**src/rtl/fbk_alu_pkg.sv**
```systemverilog
package fbk_alu_pkg;
  localparam int OP_W = 4;

  typedef enum logic [OP_W-1:0] {
    OP_AND  = 4'h0, OP_NAND = 4'h1, OP_NOR  = 4'h2, OP_OR   = 4'h3,
    OP_XOR  = 4'h4, OP_XNOR = 4'h5, OP_SUB  = 4'h6, OP_ADD  = 4'h7,
    OP_NOT  = 4'h8, OP_PASS = 4'h9, OP_SHR  = 4'hA, OP_SHL  = 4'hB,
    OP_ROT1 = 4'hC, OP_ROT3 = 4'hD, OP_ROT5 = 4'hE, OP_ROT7 = 4'hF
  } op_e;

  localparam int U_LOGIC   = 0;
  localparam int U_ARITH   = 1;
  localparam int U_MOVE    = 2;
  localparam int U_SHIFT   = 3;
  localparam int U_ROT     = 4;
  localparam int NUM_UNITS = 5;
endpackage

```
**src/rtl/fbk_opnd_regs.sv**
```systemverilog
module fbk_opnd_regs
  import fbk_alu_pkg::*;
#(
  parameter int DW = 8
) (
  input  logic            clk,
  input  logic            rst,
  input  logic            rd_en,
  input  logic [DW-1:0]   a_in,
  input  logic [DW-1:0]   b_in,
  input  logic [OP_W-1:0] op_in,
  input  logic            cin_in,
  input  logic            fb_in,
  output logic [DW-1:0]   a_o,
  output logic [DW-1:0]   b_o,
  output logic [OP_W-1:0] op_o,
  output logic            cin_o,
  output logic            fb_o
);
  logic [DW-1:0]   a_q, b_q;
  logic [OP_W-1:0] op_q;
  logic            cin_q, fb_q;

  always_ff @(posedge clk or posedge rst) begin
    if (rst) begin
      a_q   <= '0;
      b_q   <= '0;
      op_q  <= '0;
      cin_q <= 1'b0;
      fb_q  <= 1'b0;
    end else begin
      a_q   <= a_in;
      b_q   <= b_in;
      op_q  <= op_in;
      cin_q <= cin_in;
      fb_q  <= fb_in;
    end
  end

  // read gate on captured values; the feedback select is not gated
  assign a_o   = a_q & {DW{rd_en}};
  assign b_o   = b_q & {DW{rd_en}};
  assign op_o  = op_q & {OP_W{rd_en}};
  assign cin_o = cin_q & rd_en;
  assign fb_o  = fb_q;
endmodule

```
**src/rtl/fbk_func_units.sv**
```systemverilog
module fbk_func_units
  import fbk_alu_pkg::*;
#(
  parameter int DW = 8
) (
  input  logic [DW-1:0]        x_i,
  input  logic [DW-1:0]        y_i,
  input  logic [OP_W-1:0]      op_i,
  input  logic                 cin_i,
  output logic [DW-1:0]        res_o,
  output logic                 cout_o,
  output logic [NUM_UNITS-1:0] sel_o
);
  function automatic logic [DW:0] f_ripple(input logic [DW-1:0] p, input logic [DW-1:0] q,
                                           input logic c0);
    logic          c;
    logic [DW-1:0] s;
    c = c0;
    for (int i = 0; i < DW; i++) begin
      s[i] = p[i] ^ q[i] ^ c;
      c    = (p[i] & q[i]) | (c & (p[i] ^ q[i]));
    end
    return {c, s};
  endfunction

  function automatic logic [DW-1:0] f_logic(input logic [2:0] k, input logic [DW-1:0] p,
                                            input logic [DW-1:0] q);
    case (k)
      3'd0:    return p & q;
      3'd1:    return ~(p & q);
      3'd2:    return ~(p | q);
      3'd3:    return p | q;
      3'd4:    return p ^ q;
      3'd5:    return ~(p ^ q);
      default: return '0;
    endcase
  endfunction

  function automatic logic [DW-1:0] f_rotl(input logic [DW-1:0] p, input int amt);
    logic [DW-1:0] r;
    for (int i = 0; i < DW; i++) r[i] = p[(i + DW - (amt % DW)) % DW];
    return r;
  endfunction

  // unit decode: one owner per code
  always_comb begin
    sel_o = '0;
    case (op_i)
      OP_AND, OP_NAND, OP_NOR, OP_OR, OP_XOR, OP_XNOR: sel_o[U_LOGIC] = 1'b1;
      OP_SUB, OP_ADD:                                  sel_o[U_ARITH] = 1'b1;
      OP_NOT, OP_PASS:                                 sel_o[U_MOVE]  = 1'b1;
      OP_SHR, OP_SHL:                                  sel_o[U_SHIFT] = 1'b1;
      default:                                         sel_o[U_ROT]   = 1'b1;
    endcase
  end

  logic [DW-1:0] uval [NUM_UNITS];
  logic          ucar [NUM_UNITS];
  logic [DW-1:0] mval [NUM_UNITS];
  logic          mcar [NUM_UNITS];

  for (genvar u = 0; u < NUM_UNITS; u++) begin : g_unit
    if (u == U_LOGIC) begin : g_logic
      assign uval[u] = f_logic(op_i[2:0], x_i, y_i);
      assign ucar[u] = 1'b0;
    end else if (u == U_ARITH) begin : g_arith
      logic [DW:0] sum;
      // bit 0 set = add, clear = subtract (invert Y, carry in 1)
      assign sum     = f_ripple(x_i, op_i[0] ? y_i : ~y_i, ~op_i[0]);
      assign uval[u] = sum[DW-1:0];
      assign ucar[u] = sum[DW];
    end else if (u == U_MOVE) begin : g_move
      assign uval[u] = op_i[0] ? x_i : ~x_i;
      assign ucar[u] = 1'b0;
    end else if (u == U_SHIFT) begin : g_shift
      assign uval[u] = op_i[0] ? {x_i[DW-2:0], cin_i} : {cin_i, x_i[DW-1:1]};
      assign ucar[u] = op_i[0] ? x_i[DW-1] : x_i[0];
    end else begin : g_rot
      int amt;
      assign amt     = 2 * int'(op_i[1:0]) + 1;
      assign uval[u] = f_rotl(x_i, amt);
      assign ucar[u] = 1'b0;
    end
    assign mval[u] = uval[u] & {DW{sel_o[u]}};
    assign mcar[u] = ucar[u] & sel_o[u];
  end

  always_comb begin
    res_o  = '0;
    cout_o = 1'b0;
    for (int u = 0; u < NUM_UNITS; u++) begin
      res_o  = res_o | mval[u];
      cout_o = cout_o | mcar[u];
    end
  end
endmodule

```
**src/rtl/fbk_result_reg.sv**
```systemverilog
module fbk_result_reg #(
  parameter int DW = 8
) (
  input  logic          clk,
  input  logic          rst,
  input  logic [DW-1:0] d_i,
  output logic [DW-1:0] q_o
);
  always_ff @(posedge clk or posedge rst) begin
    if (rst) q_o <= '0;
    else     q_o <= d_i;
  end
endmodule

```
**src/rtl/fbk_alu_core.sv**
```systemverilog
module fbk_alu_core
  import fbk_alu_pkg::*;
#(
  parameter int DW = 8
) (
  input  logic            clk,
  input  logic            opnd_rst,
  input  logic            res_rst,
  input  logic            rd_en,
  input  logic            fb_sel,
  input  logic            cin,
  input  logic [DW-1:0]   a_in,
  input  logic [DW-1:0]   b_in,
  input  logic [OP_W-1:0] op_in,
  output logic [DW-1:0]   res_out,
  output logic            cout
);
  logic [DW-1:0]        a_g, b_g, a_eff, func_res, res_q;
  logic [OP_W-1:0]      op_g;
  logic                 cin_g, fb_q;
  logic [NUM_UNITS-1:0] unit_sel;

  fbk_opnd_regs #(.DW(DW)) u_opnd (
    .clk(clk), .rst(opnd_rst), .rd_en(rd_en),
    .a_in(a_in), .b_in(b_in), .op_in(op_in), .cin_in(cin), .fb_in(fb_sel),
    .a_o(a_g), .b_o(b_g), .op_o(op_g), .cin_o(cin_g), .fb_o(fb_q)
  );

  assign a_eff = fb_q ? res_q : a_g;

  fbk_func_units #(.DW(DW)) u_func (
    .x_i(a_eff), .y_i(b_g), .op_i(op_g), .cin_i(cin_g),
    .res_o(func_res), .cout_o(cout), .sel_o(unit_sel)
  );

  fbk_result_reg #(.DW(DW)) u_res (
    .clk(clk), .rst(res_rst), .d_i(func_res), .q_o(res_q)
  );

  assign res_out = res_q;
endmodule

```
**config.mk**
```make
export PLATFORM = sky130hd
export DESIGN_NAME = fbk_alu_core
export DESIGN_NICKNAME = d
export VERILOG_FILES = /design/src/rtl/fbk_alu_pkg.sv /design/src/rtl/fbk_opnd_regs.sv /design/src/rtl/fbk_func_units.sv /design/src/rtl/fbk_result_reg.sv /design/src/rtl/fbk_alu_core.sv
export SDC_FILE = /design/constraint.sdc
export NUM_CORES = 1
export LEC_CHECK = 0
export BUFFER_PORTS_ARGS = -buffer_cell sky130_fd_sc_hd__buf_2
export CAP_MARGIN = 15
export CORE_MARGIN = 2
export CORE_UTILIZATION = 25
export CTS_BUF_LIST = sky130_fd_sc_hd__clkbuf_8
export CTS_CLUSTER_DIAMETER = 40
export DETAILED_ROUTE_END_ITERATION = 7
export GPL_ROUTABILITY_DRIVEN = 0
export PLACE_DENSITY = 0.41
export SLEW_MARGIN = 15
export SYNTH_ARGS = -nofsm -noshare
export SYNTH_HDL_FRONTEND = slang
export SYNTH_SLANG_ARGS = --single-unit
```
**constraint.sdc**
```tcl
create_clock -name clk -period 5.6 [get_ports clk]
set_clock_uncertainty 0.05 [all_clocks]
set_input_delay 0.56 -clock clk [delete_from_list [all_inputs] [get_ports clk]]
set_output_delay 0.56 -clock clk [all_outputs]
set_load 0.01 [all_outputs]
```
Word-level counts from Yosys, hierarchy flattened

Cells that the tools add are included.

Bits in registers: 30
Bits in latches: 0
RAM bits: 0
Bits in read-only memories: 0
Bits of input ports: 26
Output and inout bits: 9
Word-level logic and storage cells: 164
Memories kept: 0

Add/sub/neg operators: 9
Multipliers: 0
Div/mod/pow operators: 0
$lt $le $gt $ge: 8
Equality and inequality tests: 16
Shift-type cells: 0
Mux-type cells: 35
Bitwise operators: 74
Reductions and logical operators: 16

Operator list:

| cell                                                                  | count |
|---|---|
| 8-bit AND                                                             | 8 |
| 8-bit one-hot mux with 6 select lines                                 | 1 |
| 5-bit by 4-bit subtractor with 6-bit output (first input constant)    | 8 |
| 4-bit by 5-bit < comparator with 1-bit output (second input constant) | 8 |
| 8-bit inverter                                                        | 5 |
| 8-bit bitwise OR                                                      | 5 |
| 8-bit two-way mux                                                     | 4 |
| 1-bit AND                                                             | 27 |
| 3-bit OR reduction                                                    | 9 |
| 1-bit binary-select mux with 3-bit select                             | 8 |
| 1-bit two-way mux                                                     | 22 |
| 4-bit by 3-bit == test with 1-bit output (second input constant)      | 4 |
| 4-bit == test (second input constant)                                 | 4 |
| 1-bit bitwise XOR                                                     | 16 |
| 12-bit OR reduction                                                   | 1 |
| 1-bit bitwise OR                                                      | 9 |
| 4-bit by 2-bit == test with 1-bit output (second input constant)      | 2 |
| 8-bit bitwise XOR                                                     | 1 |
| 3-bit by 2-bit == test with 1-bit output (second input constant)      | 2 |
| 3-bit == test (second input constant)                                 | 2 |
| 2-bit OR reduction                                                    | 3 |
| 6-bit OR reduction                                                    | 1 |
| 4-bit AND                                                             | 1 |
| 4-bit by 1-bit == test with 1-bit output (second input constant)      | 1 |
| other kinds (6)                                                       | 6 |

Logic depth before layout (Yosys ltp)

Depth after elaboration: 24
Mapped depth: 18

Cells and area by module

Synthesis repeated with hierarchy kept, for this count alone.

Cells, all modules: 252
Area total of the unflattened synthesis: 2653.8 µm²

By module, submodules not included:

| module         | times used | cells an instance | area an instance (µm²) |
|---|---|---|---|
| fbk_func_units | 1          | 188               | 1591.5 |
| fbk_opnd_regs  | 1          | 46                | 726.9 |
| fbk_result_reg | 1          | 9                 | 203.9 |
| fbk_alu_core   | 1          | 9                 | 131.4 |

Worst setup path before layout

OpenSTA, ideal clock, no wires.

Kind: input -> output
From: input port rd_en
To: output port cout
Arrival time: 3847 ps
Required time: 4990 ps
Path slack: 1143 ps
Stages: 16
Path buffers: 4
Cells stage by stage: buf_6 buf_2 buf_2 clkbuf_1 nand2_1 fa_1 fa_1 fa_1 fa_1 inv_1 fa_1 inv_1 fa_1 inv_1 fa_1 o22ai_1

Longest elaborated chain between the ends: 22
Elaborated cells on any way between the ends: 51

Ends and longest elaborated chain:

| what                 | line                 | source |
|---|---|---|
| start, declared      | fbk_alu_core.sv:9    | `input logic rd_en,` |
| 8-bit AND            | fbk_opnd_regs.sv:42  | `assign b_o = b_q & {DW{rd_en}};` |
| 8-bit inverter       | fbk_func_units.sv:69 | `assign sum = f_ripple(x_i, op_i[0] ? y_i : ~y_i, ~op_i[0]);` |
| 8-bit two-way mux    | fbk_func_units.sv:69 |  |
| 1-bit bitwise XOR    | fbk_func_units.sv:21 | `c = (p[i] & q[i]) \| (c & (p[i] ^ q[i]));` |
| 1-bit AND            | fbk_func_units.sv:21 |  |
| 1-bit bitwise OR     | fbk_func_units.sv:21 |  |
| 1-bit AND            | fbk_func_units.sv:21 |  |
| 1-bit bitwise OR     | fbk_func_units.sv:21 |  |
| (+6 left out)        | -                    |  |
| 1-bit AND            | fbk_func_units.sv:21 |  |
| 1-bit bitwise OR     | fbk_func_units.sv:21 |  |
| 1-bit AND            | fbk_func_units.sv:21 |  |
| 1-bit bitwise OR     | fbk_func_units.sv:21 |  |
| 1-bit AND            | fbk_func_units.sv:21 |  |
| 1-bit bitwise OR     | fbk_func_units.sv:21 |  |
| 1-bit AND            | fbk_func_units.sv:85 | `assign mcar[u] = ucar[u] & sel_o[u];` |
| 1-bit bitwise OR (*) | fbk_func_units.sv:93 | `cout_o = cout_o \| mcar[u];` |
| end, declared        | fbk_alu_core.sv:16   | `output logic cout` |

Every way passes the cells marked *; elsewhere a longest branch is shown, timed or not.

Worst setup path after layout

From: register u_opnd.fb_q, in the netlist u_opnd.fb_o
To: output port cout

Longest elaborated chain between the ends: 20
Elaborated cells on any way between the ends: 37

Ends and longest elaborated chain:

| what                   | line                 | source |
|---|---|---|
| start, declared        | fbk_opnd_regs.sv:22  | `logic cin_q, fb_q;` |
| start signal, assigned | fbk_opnd_regs.sv:36  | `fb_q <= fb_in;` |
| 8-bit two-way mux (*)  | fbk_alu_core.sv:29   | `assign a_eff = fb_q ? res_q : a_g;` |
| 1-bit bitwise XOR      | fbk_func_units.sv:21 |  |
| 1-bit AND              | fbk_func_units.sv:21 |  |
| 1-bit bitwise OR       | fbk_func_units.sv:21 |  |
| 1-bit AND              | fbk_func_units.sv:21 |  |
| 1-bit bitwise OR       | fbk_func_units.sv:21 |  |
| 1-bit AND              | fbk_func_units.sv:21 |  |
| 1-bit bitwise OR       | fbk_func_units.sv:21 |  |
| (+4 left out)          | -                    |  |
| 1-bit AND              | fbk_func_units.sv:21 |  |
| 1-bit bitwise OR       | fbk_func_units.sv:21 |  |
| 1-bit AND              | fbk_func_units.sv:21 |  |
| 1-bit bitwise OR       | fbk_func_units.sv:21 |  |
| 1-bit AND              | fbk_func_units.sv:21 |  |
| 1-bit bitwise OR       | fbk_func_units.sv:21 |  |
| 1-bit AND              | fbk_func_units.sv:85 |  |
| 1-bit bitwise OR (*)   | fbk_func_units.sv:93 |  |

Marked as above.

==> flow_summary.yaml <==
routing:
  routed_wl_um: 8030
  post_drt_wl_per_cell_um: 18.2
  vias: 2232
  ant_nets: 0
  first_iter_violations: 141
  drt_first_pass_iters: 5
  route.detailed.drc: 0
  vias_per_cell: 5.06
critical_path:
  critPathSlowestCell: "dfrtp_1"
  critPathLaunchType: "flip-flop"
  cp.required_ns: 4.99
  crit_fanout: 14
  path_class: "reg2out"
  crit_family: "adder cells"
  crit_top_cell: "fa_1"
  critPathCaptureType: "primary output"
  path_buf_inv: 4
  cp_cell_sequence: "nor2b_4, a22oi_1, mux2_2, nand2_1, fa_1, fa_1, fa_1, fa_1, inv_1, fa_1, inv_1, fa_1, inv_1, fa_1, o22ai_1, buf_2"
  cpPeakStageDelay_ns: 0.66
  arrival_ns: 4.37
cells_and_area:
  final_common_cell: "nand2_1"
  nets: 357
  stdcell_count: 441
  n_antenna_cell: 0
  layout_common_cells: "35 x nand2_1, 34 x buf_2, 30 x dfrtp_1"
  final_core_util: 0.290
  drive_gt1_frac: 0.197
  area_growth_pct: 14.5
  final_cell_area_um2: 2940
floorplanning:
  die_x_um: 105
  core_um2: 10100
  rows: 37
  die_h_um: 105
  top_level_ports: 35
  start_util: 0.253
  die-area_um2: 11100
global_routing:
  antenna_found_initial: 0
  grt_pass1_vias: 2191
  overflow: 0
  grt_pass1_wl_um: 12700
  grt_usage: 0.151
  grt_max_degree: 32
clock_network:
  insertion_delay_ns: 0.29
  h-tree-depth: 2
  cts_buffers: 5
  root_buffer: "clkbuf_8"
  holdBufCountCts: 0
  clk_pin_slew_ns: 0.07
  cts.sinks: 30
  cts_resized: 0
  cts_tree: "built"
  clk_path_buf_depth: 2
  cts_setup_buffers: 0
placed_design:
  post-place-cells: 434
  io_buffers: 34
  dpl-instance-area_um2: 2860
  dp_hpwl_um: 5980
sta:
  maxSlewHeadroom: 0.405
  slew_violations: 0
  finalSetupViolations: 0
  setup_tns_ns: 0
  rsz0062_at_grt: "no"
  min_period_ns: 4.98
  max_freq_mhz: 201
  worstMarginPinSlew_ns: 0.892
  hold_viol_final: 0
  fin_crit_sh: 0.890
pwr:
  peakVddDrop_mv: 0.0707
  p_leak_uw: 0.00143
  power.density_nw_per_um2: 237
synth:
  ys_seq_area_frac: 0.292
  ys_ff_latch: 30
  syn_inst: 275
  ys_warn_count: 0
  synth_area_per_cell_um2: 9.35
  synth_edf_count: 0
  synth_area_um2: 2570
  synthArstFlopShare: 1.00
  synth_cell_types: 53
  syn_nets: 327
  synth_flop_cell: "dfrtp_1"
status:
  status: "finished clean"
min_path:
  hp-class: "in2async"
flow_run:
  cap_violations: 0
-- synthesized netlist by cell type, drive strengths merged, types with 3 or more instances --
library cell | number | share of area
o22ai | 4 | 0.0097
mux2i | 25 | 0.097
nor2 | 11 | 0.016
a221o | 5 | 0.019
dfrtp | 30 | 0.29
fa | 7 | 0.055
inv | 24 | 0.035
mux2 | 3 | 0.013
nand2 | 38 | 0.058
buf | 12 | 0.026
o221ai | 3 | 0.010
a22oi | 7 | 0.022
nand3b | 3 | 0.0088
a21o | 3 | 0.0088
o211ai | 11 | 0.032
xor2 | 7 | 0.024
clkbuf | 3 | 0.0044
a21oi | 11 | 0.023
a21boi | 3 | 0.0088
and2 | 3 | 0.0073
xnor2 | 5 | 0.017
ha | 19 | 0.093
o21ai | 10 | 0.019
-- area by class of cell --
type                       count  area [um2]
multi-input combinational    205        1650
clock buffer                   5        68.8
fill                        1099        7200
timing repair buffer          38         200
tap                          136         170
sequential                    30         751
inverter                      25        93.8
clock inverter                 2        10.0
-- cells by family after synthesis --
kind of cell,Yosys count,share of synthesized area
compound gates,74,0.219
xor+xnor,12,0.0409
fa+ha+maj,26,0.147
buf+inv,40,0.0667
flops,30,0.292
mux,29,0.119
simple gates,64,0.115
-- state kept, by name (all words and copies together) (netlist names) --
name	flops
u_opnd.cin_q	1
u_opnd.b_q	8
u_opnd.fb_o	1
u_opnd.a_q	8
u_res.q_o	8
u_opnd.op_q	4
-- path summary, 6_finish.rpt --
kind | cells past startpoint | startpoint | slack, ns | end
worst max-delay path | 16 | u_opnd.fb_o | 0.62 | cout
max in group asynchronous | 2 | opnd_rst | 4.54 | u_opnd.a_q[2]
worst min register to register | 2 | u_opnd.cin_q | 0.58 | u_res.q_o[0]
worst max register to register | 17 | u_opnd.fb_o | 1.02 | u_res.q_o[7]
min in group clk | 1 | b_in[0] | 0.32 | u_opnd.b_q[0]
worst min-delay path | 2 | res_rst | 0.17 | u_res.q_o[0]
-- layer usage --
metal / routed length (um) / vias up / track usage / part of all wire
met2: 3780 / 85 / 0.242 / 0.47
li1: - / 1042 / - / -
met4: 89 / 0 / 0.0429 / 0.011
met5: 0 / - / 0 / 0
met1: 3690 / 1096 / 0.205 / 0.46
met3: 469 / 9 / 0.0291 / 0.058
-- where the power goes --
| part | internal [uW] | switching [uW] |
|---|---|---|
| Combinational | 109 | 156 |
| Clock | 83.4 | 89.5 |
| Sequential | 238 | 22.3 |
-- per-stage QoR --
stage	setup slack, ns	total power (uW)	hold WS [ns]
final	0.617	698	0.165
after global routing	0.318	752	0.191
after CTS	0.602	707	0.176
after detailed placement	0.872	528	0.493
after global placement	0.900	527	0.501
after floorplan	1.14	439	0.326
No activity file was read; power rests on OpenSTA's default activity.
